## config.mk

```make
export PLATFORM = sky130hd
export DESIGN_NAME = panel_code_drv
export DESIGN_NICKNAME = d
export VERILOG_FILES = /design/src/rtl/panel_pkg.sv /design/src/rtl/panel_hold_timer.sv /design/src/rtl/panel_pulse_cnt.sv /design/src/rtl/panel_blink_timer.sv /design/src/rtl/panel_code_drv.sv
export SDC_FILE = /design/constraint.sdc
export NUM_CORES = 1
export LEC_CHECK = 0
export BUFFER_PORTS_ARGS = -buffer_cell sky130_fd_sc_hd__clkbuf_2
export CAP_MARGIN = 20
export CORE_MARGIN = 1
export CORE_UTILIZATION = 54
export DETAILED_ROUTE_END_ITERATION = 10
export PLACE_DENSITY = 0.73
export SYNTH_ARGS = -nofsm -noshare
export SYNTH_HDL_FRONTEND = slang
export SYNTH_HIERARCHICAL = 1
export SYNTH_SLANG_ARGS = --single-unit
```

## constraint.sdc

```tcl
create_clock -name clk_i -period 3.1 [get_ports clk_i]
set_input_delay 0.62 -clock clk_i [delete_from_list [all_inputs] [get_ports clk_i]]
set_output_delay 0.62 -clock clk_i [all_outputs]
set_load 0.02 [all_outputs]
```

## src/rtl/panel_pkg.sv

```systemverilog
package panel_pkg;
  typedef enum logic [2:0] {
    ST_IDLE,
    ST_CLR,
    ST_LO,
    ST_HI,
    ST_BLINK
  } st_e;

  // bit2 increment level, bit1 run (0 = zero), bit0 visible
  localparam logic [2:0] CTRL_CLEAR = 3'd4;
  localparam logic [2:0] CTRL_LOW   = 3'd3;
  localparam logic [2:0] CTRL_HIGH  = 3'd7;
  localparam logic [2:0] CTRL_PARK  = 3'd6;
endpackage

```

## src/rtl/panel_hold_timer.sv

```systemverilog
module panel_hold_timer #(
  parameter int HOLD_CYC = 4
) (
  input  logic clk_i,
  input  logic rst_ni,
  input  logic load_i,
  output logic expire_o
);
  localparam int W = (HOLD_CYC > 1) ? $clog2(HOLD_CYC) : 1;

  logic [W-1:0] cnt_q;

  always_ff @(posedge clk_i or negedge rst_ni) begin
    if (!rst_ni)            cnt_q <= '0;
    else if (load_i)        cnt_q <= W'(HOLD_CYC - 1);
    else if (cnt_q != '0)   cnt_q <= cnt_q - 1'b1;
  end

  assign expire_o = (cnt_q == '0);

  a_r2_hold_floor: assert property (@(posedge clk_i) disable iff (!rst_ni)
    (cnt_q == '0 && !load_i) |=> (cnt_q == '0));
endmodule

```

## src/rtl/panel_pulse_cnt.sv

```systemverilog
module panel_pulse_cnt #(
  parameter int CODE_W = 10
) (
  input  logic              clk_i,
  input  logic              rst_ni,
  input  logic              load_i,
  input  logic [CODE_W-1:0] code_p1_i,
  input  logic              dec_i,
  output logic              zero_o
);
  logic [CODE_W-1:0] rem_q;

  always_ff @(posedge clk_i or negedge rst_ni) begin
    if (!rst_ni) rem_q <= '0;
    else if (load_i)
      rem_q <= (code_p1_i == '0) ? '0 : code_p1_i - CODE_W'(1);
    else if (dec_i)
      rem_q <= rem_q - CODE_W'(1);
  end

  assign zero_o = (rem_q == '0);

  a_r3_dec_nonzero: assert property (@(posedge clk_i) disable iff (!rst_ni)
    dec_i |-> !zero_o);
endmodule

```

## src/rtl/panel_blink_timer.sv

```systemverilog
module panel_blink_timer #(
  parameter int OUTER   = 12,
  parameter int INNER_W = 16
) (
  input  logic clk_i,
  input  logic rst_ni,
  input  logic en_i,
  output logic tick_o
);
  localparam int OW = (OUTER > 1) ? $clog2(OUTER) : 1;

  logic [INNER_W-1:0] inner_q;
  logic [OW-1:0]      outer_q;
  logic               inner_wrap, last;

  assign inner_wrap = &inner_q;
  assign last       = inner_wrap && (outer_q == OW'(OUTER - 1));

  always_ff @(posedge clk_i or negedge rst_ni) begin
    if (!rst_ni) begin
      inner_q <= '0;
      outer_q <= '0;
    end else if (!en_i) begin
      inner_q <= '0;
      outer_q <= '0;
    end else begin
      inner_q <= inner_q + 1'b1;
      if (inner_wrap) outer_q <= last ? '0 : outer_q + 1'b1;
    end
  end

  assign tick_o = en_i && last;

  a_r8_outer_bound: assert property (@(posedge clk_i) disable iff (!rst_ni)
    32'(outer_q) < OUTER);
endmodule

```

## src/rtl/panel_code_drv.sv

```systemverilog
module panel_code_drv
  import panel_pkg::*;
#(
  parameter int CODE_W   = 10,
  parameter int HOLD_CYC = 4,
  parameter int OUTER    = 12,
  parameter int INNER_W  = 16
) (
  input  logic              clk_i,
  input  logic              rst_ni,
  input  logic              start_i,
  input  logic              fatal_i,
  input  logic [CODE_W-1:0] code_p1_i,
  output logic              done_o,
  output logic              fatal_o,
  output logic [2:0]        ctrl_o
);
  st_e        state_q, state_d;
  logic [2:0] ctrl_q, ctrl_d;
  logic       done_q, done_d;
  logic       fatal_q, fatal_d;
  logic       hold_load, hold_exp;
  logic       cnt_load, cnt_dec, cnt_zero;
  logic       blink_tick;

  panel_hold_timer #(.HOLD_CYC(HOLD_CYC)) i_hold (
    .clk_i    (clk_i),
    .rst_ni   (rst_ni),
    .load_i   (hold_load),
    .expire_o (hold_exp)
  );

  panel_pulse_cnt #(.CODE_W(CODE_W)) i_cnt (
    .clk_i     (clk_i),
    .rst_ni    (rst_ni),
    .load_i    (cnt_load),
    .code_p1_i (code_p1_i),
    .dec_i     (cnt_dec),
    .zero_o    (cnt_zero)
  );

  panel_blink_timer #(.OUTER(OUTER), .INNER_W(INNER_W)) i_blink (
    .clk_i  (clk_i),
    .rst_ni (rst_ni),
    .en_i   (state_q == ST_BLINK),
    .tick_o (blink_tick)
  );

  always_comb begin
    state_d   = state_q;
    ctrl_d    = ctrl_q;
    done_d    = 1'b0;
    fatal_d   = fatal_q;
    hold_load = 1'b0;
    cnt_load  = 1'b0;
    cnt_dec   = 1'b0;
    unique case (state_q)
      ST_IDLE: if (start_i) begin
        state_d   = ST_CLR;
        ctrl_d    = CTRL_CLEAR;
        hold_load = 1'b1;
        cnt_load  = 1'b1;
        fatal_d   = fatal_i;
      end
      ST_CLR, ST_HI: if (hold_exp) begin
        if (!cnt_zero) begin
          cnt_dec   = 1'b1;
          state_d   = ST_LO;
          ctrl_d    = CTRL_LOW;
          hold_load = 1'b1;
        end else if (fatal_q) begin
          state_d = ST_BLINK;
          ctrl_d  = CTRL_PARK;
        end else begin
          state_d = ST_IDLE;
          ctrl_d  = CTRL_HIGH;
          done_d  = 1'b1;
        end
      end
      ST_LO: if (hold_exp) begin
        state_d   = ST_HI;
        ctrl_d    = CTRL_HIGH;
        hold_load = 1'b1;
      end
      ST_BLINK: if (blink_tick) ctrl_d = ctrl_q ^ 3'b001;
      default: state_d = ST_IDLE;
    endcase
  end

  always_ff @(posedge clk_i or negedge rst_ni) begin
    if (!rst_ni) begin
      state_q <= ST_IDLE;
      ctrl_q  <= CTRL_HIGH;
      done_q  <= 1'b0;
      fatal_q <= 1'b0;
    end else begin
      state_q <= state_d;
      ctrl_q  <= ctrl_d;
      done_q  <= done_d;
      fatal_q <= fatal_d;
    end
  end

  assign ctrl_o  = ctrl_q;
  assign done_o  = done_q;
  assign fatal_o = fatal_q;

  a_r2_clear_level: assert property (@(posedge clk_i) disable iff (!rst_ni)
    (state_q == ST_CLR) |-> (ctrl_o == CTRL_CLEAR));
  a_r4_done_idle: assert property (@(posedge clk_i) disable iff (!rst_ni)
    done_o |-> (ctrl_o == CTRL_HIGH && state_q == ST_IDLE));
  a_r4_done_single: assert property (@(posedge clk_i) disable iff (!rst_ni)
    done_o |=> !done_o);
  a_r7_no_done_fatal: assert property (@(posedge clk_i) disable iff (!rst_ni)
    fatal_o |-> !done_o);
  a_r9_fatal_sticky: assert property (@(posedge clk_i) disable iff (!rst_ni)
    fatal_o |=> fatal_o);
  a_r8_blink_levels: assert property (@(posedge clk_i) disable iff (!rst_ni)
    (state_q == ST_BLINK) |-> (ctrl_o[2:1] == 2'b11));
endmodule

```

Yosys cells after proc, flatten, opt, wreduce, memory -nomap -nowiden
Cells that the tools add are included.
- bits in latches: 0
- logic and storage cells: 76
- memory bits (writable): 0
- memories: 0
- bits in read-only memories: 0
- register bits after elaboration: 40
- bits of input ports: 14
- add/subtract/negate cells: 5
- multipliers: 0
- magnitude comparators: 0
- eq/ne operators: 10
- shift-type cells: 0
- mux-type cells: 33
- reduce and logical (&&, ||, !) cells: 17
- div/mod/pow operators: 0
- bitwise gates (word level): 2
- operators by type and width (operator ; count):
    $mux W10 ; 3
    $mux W3 ; 9
    $pmux W3 S4 ; 2
    $logic_not A10 Y1 ; 2
    $sub A10 B1 Y10 const B ; 2
    $add A16 B1 Y16 const B ; 1
    $mux W16 ; 1
    $reduce_and A16 Y1 ; 1
    $mux W1 ; 12
    $mux W4 ; 3
    $ne A2 B2 Y1 const B ; 5
    $reduce_and A5 Y1 ; 2
    $eq A3 B2 Y1 const B ; 2
    $reduce_bool A2 Y1 ; 3
    $add A4 B1 Y4 const B ; 1
    $eq A4 B4 Y1 const B ; 1
    $mux W2 ; 2
    $reduce_and A4 Y1 ; 1
    $reduce_bool A4 Y1 ; 1
    $eq A3 B1 Y1 const B ; 1
    $eq A3 B3 Y1 const B ; 1
    $logic_not A3 Y1 ; 1
    $pmux W1 S3 ; 1
    $reduce_bool A3 Y1 ; 1
    other kinds (6) ; 8

Longest topological paths before layout
- word-level depth: 6
- depth in mapped cells: 9
- mapped depth without buffers: 9

Modules after synthesis
Netlist, hierarchy kept.
- by module, submodules not included (module ; area each (um^2) ; seq. area each (um^2) ; cells an instance ; times used):
    panel_blink_timer ; 1041.0 ; 500.5 ; 99 ; 1
    panel_pulse_cnt ; 737.0 ; 250.2 ; 78 ; 1
    panel_code_drv ; 441.7 ; 203.9 ; 40 ; 1
    panel_hold_timer ; 97.6 ; 50.0 ; 9 ; 1

Worst setup path after synthesis
OpenSTA, ideal clock, no wires.
- path type: register to register
- from: register i_cnt.rem_q[3]
- to: register i_cnt.rem_q[9]
- arrival time: 2.289 ns
- stages on the path, launching flop included: 8
- required time: 2.980 ns
- clock period less this slack: 2.409 ns
- path slack: 0.691 ns
- path through: dfrtp_1 -> or4_4 -> nor4_1 -> nor3_1 -> nor4b_2 -> nor4b_2 -> xor2_1 -> o22a_2
- word-level cells in the longest chain between the ends: 5
- elaborated cells between the ends (all ways): 8
- RTL lines (what ; RTL line ; RTL):
    start, declared ; panel_pulse_cnt.sv:11 ; logic [CODE_W-1:0] rem_q;
    start signal, assigned ; panel_pulse_cnt.sv:16 ; rem_q <= (code_p1_i == '0) ? '0 : code_p1_i - CODE_W'(1);
    start signal, assigned ; panel_pulse_cnt.sv:18 ; rem_q <= rem_q - CODE_W'(1);
    $logic_not A10 Y1 ; panel_pulse_cnt.sv:21 ; assign zero_o = (rem_q == '0);
    via cnt_zero ; panel_code_drv.sv:23 ; logic cnt_load, cnt_dec, cnt_zero;
    $mux W1 ; panel_code_drv.sv:66 ; if (!cnt_zero) begin
    $mux W1 ; panel_code_drv.sv:65 ; ST_CLR, ST_HI: if (hold_exp) begin
    $mux W1 ; panel_code_drv.sv:57 ; unique case (state_q)
    via cnt_dec ; panel_code_drv.sv:23 ;
    $reduce_bool A2 Y1 (no line) ; -- ;
The timed path passes the listed nets, and every way through them passes these cells. The select of a mux whose other input is x is not followed.
A chain may end at the register's enable or synchronous reset.

Worst setup path in the final report
Same ends and word-level chain as after synthesis.

==> flow_summary.ini <==
[run_status]
status = finished clean

[routing]
viasPerCell = 5.64
vias = 1692
drt-total-wl_mm = 4.07
wire_per_inst_microns = 13.6
ant_nets = 0
drt_iter0_drc = 57
remaining_drc_errors = 0
drt_pre_antenna_iters = 4

[placed_design]
place_area_sq_um = 2460
finalWeightedCongestion = 0.766
io_buffers = 18
place_ws_ns = 0.474
dp.cells = 291
place.detailed.hpwl_mm = 2.79

[critical_path]
startpoint_type = flip-flop
crit_arrival_ns = 2.85
critPathKind = flip-flop to flip-flop
rr_startpoint = i_cnt/rem_q[3]
reg2reg_setup_slack_ns = 0.43
reg2reg_to = i_cnt/rem_q[9]
end_kind = flip-flop
path_max_fanout = 6
reg2reg_depth = 7
required_ns = 3.28

[finish]
fin_area_sq_um = 2580
drive_above_1_share_pct = 19.2
nets = 268
final_cells = 300
synthToLayoutAreaGrowth_pct = 11.2
n_antenna_cell = 0

[sta]
grt_setup_unrepaired = no
setup_violations = 0
max_freq_ghz = 0.374
slew_viol_final = 0
period_share_pct = 86.2
relSlewSlack_pct = 58.6
skew_ns = 0.00252
fin_ws_ns = 0.428
period_minus_slack_ns = 2.67
worstMarginPinSlew_ns = 0.617
final-hold-violation-count = 0
setup-tns-final_ns = 0

[grt]
antenna_found_initial = 0
grt_usage_pct = 20.3
grt_max_degree = 41
met1_usage_pct = 27.6
use_met3_pct = 4.05
busiest_layer = met2
met2_usage_pct = 31.7
grt_pass1_vias = 1479
grt_pass1_wl_mm = 6.83
grt_overflow = 0

[clocking]
cts_htree_levels = 2
clock_latency_ns = 0.29
post-cts-setup-buffer-count = 0
cts_buffers = 5
root_buffer = clkbuf_8
ctsLongestPathBuffers = 2
cts_tree = built
cts_sinks = 40
clk_pin_slew_ns = 0.07
cts_hold_buf = 0
ctsResizeCount = 0

[synthesis]
syn-num-nets = 245
synth_async_sr_flop_share_pct = 100
ys_warn_count = 6
synth_ff_type = dfrtp_1
synth_enable_flop_cells = 0
synth_most_common_cell = dfrtp_1
syn_area_per_cell_sq_um = 10.3
yosysSeqAreaShare_pct = 43.4
syn_area_sq_um = 2320
synth_top_area_share_pct = 40.0
ys_ff_latch = 40
synthTopCellsByArea = dfrtp_1 40%, xor2_1 5.3%, and2_1 3.5%
yosys.cell_types.count = 58
syn_inst = 226
yosysTopAreaCell = dfrtp_1
ys_top_cells_by_count = 37 x dfrtp_1, 15 x nand2_1, 14 x xor2_1, 13 x and2_1

[pwr]
ir_worst_vdd_mv = 0.243
leakagePower_nw = 1.13
p_per_area_nw_per_um2 = 632

[hold_path]
holdCritPathClass = input pin to asynchronous set/reset pin

[floorplan]
die_x_microns = 67.5
core_sq_um = 4060
rows = 23
die_h_microns = 67.5
ios = 19
die_area_sq_um = 4560
start_util_pct = 57.1

[job]
cap_violations = 0
cells by family after synthesis:
| family | share of synthesized area (%) |
|---|---|
| compound gates | 11.5 |
| xor+xnor | 8.69 |
| fa+ha+maj | 2.70 |
| buf+inv | 2.75 |
| flops | 43.4 |
| mux | 3.62 |
| simple gates | 27.4 |
sequential cells by signal, summed over array words and instances (netlist names):
name,cells
i_blink/inner_q,16
i_cnt/rem_q,10
i_blink/outer_q,4
ctrl_o,3
state_q,3
i_hold/cnt_q,2
done_o,1
fatal_o,1
layer usage:
metal	part of all wire (%)	wire [microns]
met1	50	2020
met2	46	1880
met3	2.9	118
met4	1.4	57
met5	0	0
through the flow:
stage | power, mW | hold slack (ns) | utilization, %
2_1_floorplan | 1.15 | 0.324 | -
3_3_place_gp | 1.27 | 0.474 | 60.6
3_5_place_dp | 1.28 | 0.477 | 60.6
4_1_cts | 1.65 | 0.488 | 62.8
5_1_grt | 1.75 | 0.319 | 63.5
6_report | 1.63 | 0.294 | 63.5
report_power, final:
| group | switching, mW | total [mW] | internal [mW] |
|---|---|---|---|
| Clock | 0.172 | 0.353 | 0.182 |
| Combinational | 0.248 | 0.493 | 0.246 |
| Sequential | 0.130 | 0.781 | 0.650 |
cell usage in the layout, fill, tap and decap left out, types with 3 or more instances in the layout:
master and instances:
dfrtp_1 37, clkbuf_2 18, nand2_1 15, xor2_1 14, and2_1 13, nor3_1 10
inv_1 10, nor2_1 9, xnor2_1 9, nor4_1 8, o21ai_0 7, a21oi_1 6
nor2b_1 6, clkbuf_8 6, mux2i_1 5, ha_1 5, o22ai_1 5, nand3_1 4
or3_1 4, or2_1 3, dfstp_2 3, nand4_1 3, a21boi_0 3
critical path, cell delays in order (launching register included):
cell	delay, ns
dfrtp_1	0.43
or4_4	0.58
nor4_1	0.54
nor3_1	0.24
nor4b_2	0.24
nor4b_2	0.17
xor2_1	0.15
o22a_2	0.21
final cells by class:
class	instances	area, sq um
clock buffer	8	90.1
tap	50	62.6
inverter	10	37.5
timing repair buffer	21	133
sequential	40	1000
multi-input combinational	171	1250
fill	330	1480
worst max path at each step:
| stage | start | to | slack (ns) | cells after the start |
|---|---|---|---|---|
| 6_report | i_cnt/rem_q[3] | i_cnt/rem_q[9] | 0.43 | 7 |
| 5_1_grt | i_hold/cnt_q[0] | i_cnt/rem_q[9] | 0.18 | 8 |
| 4_1_cts | i_cnt/rem_q[3] | i_cnt/rem_q[9] | 0.46 | 7 |
| 3_5_place_dp | i_cnt/rem_q[3] | i_cnt/rem_q[9] | 0.47 | 7 |
| 3_3_place_gp | i_cnt/rem_q[3] | i_cnt/rem_q[9] | 0.57 | 7 |
| 2_1_floorplan | i_cnt/rem_q[3] | i_cnt/rem_q[9] | 0.69 | 7 |
Note: power is estimated with default switching activity, not from simulation.
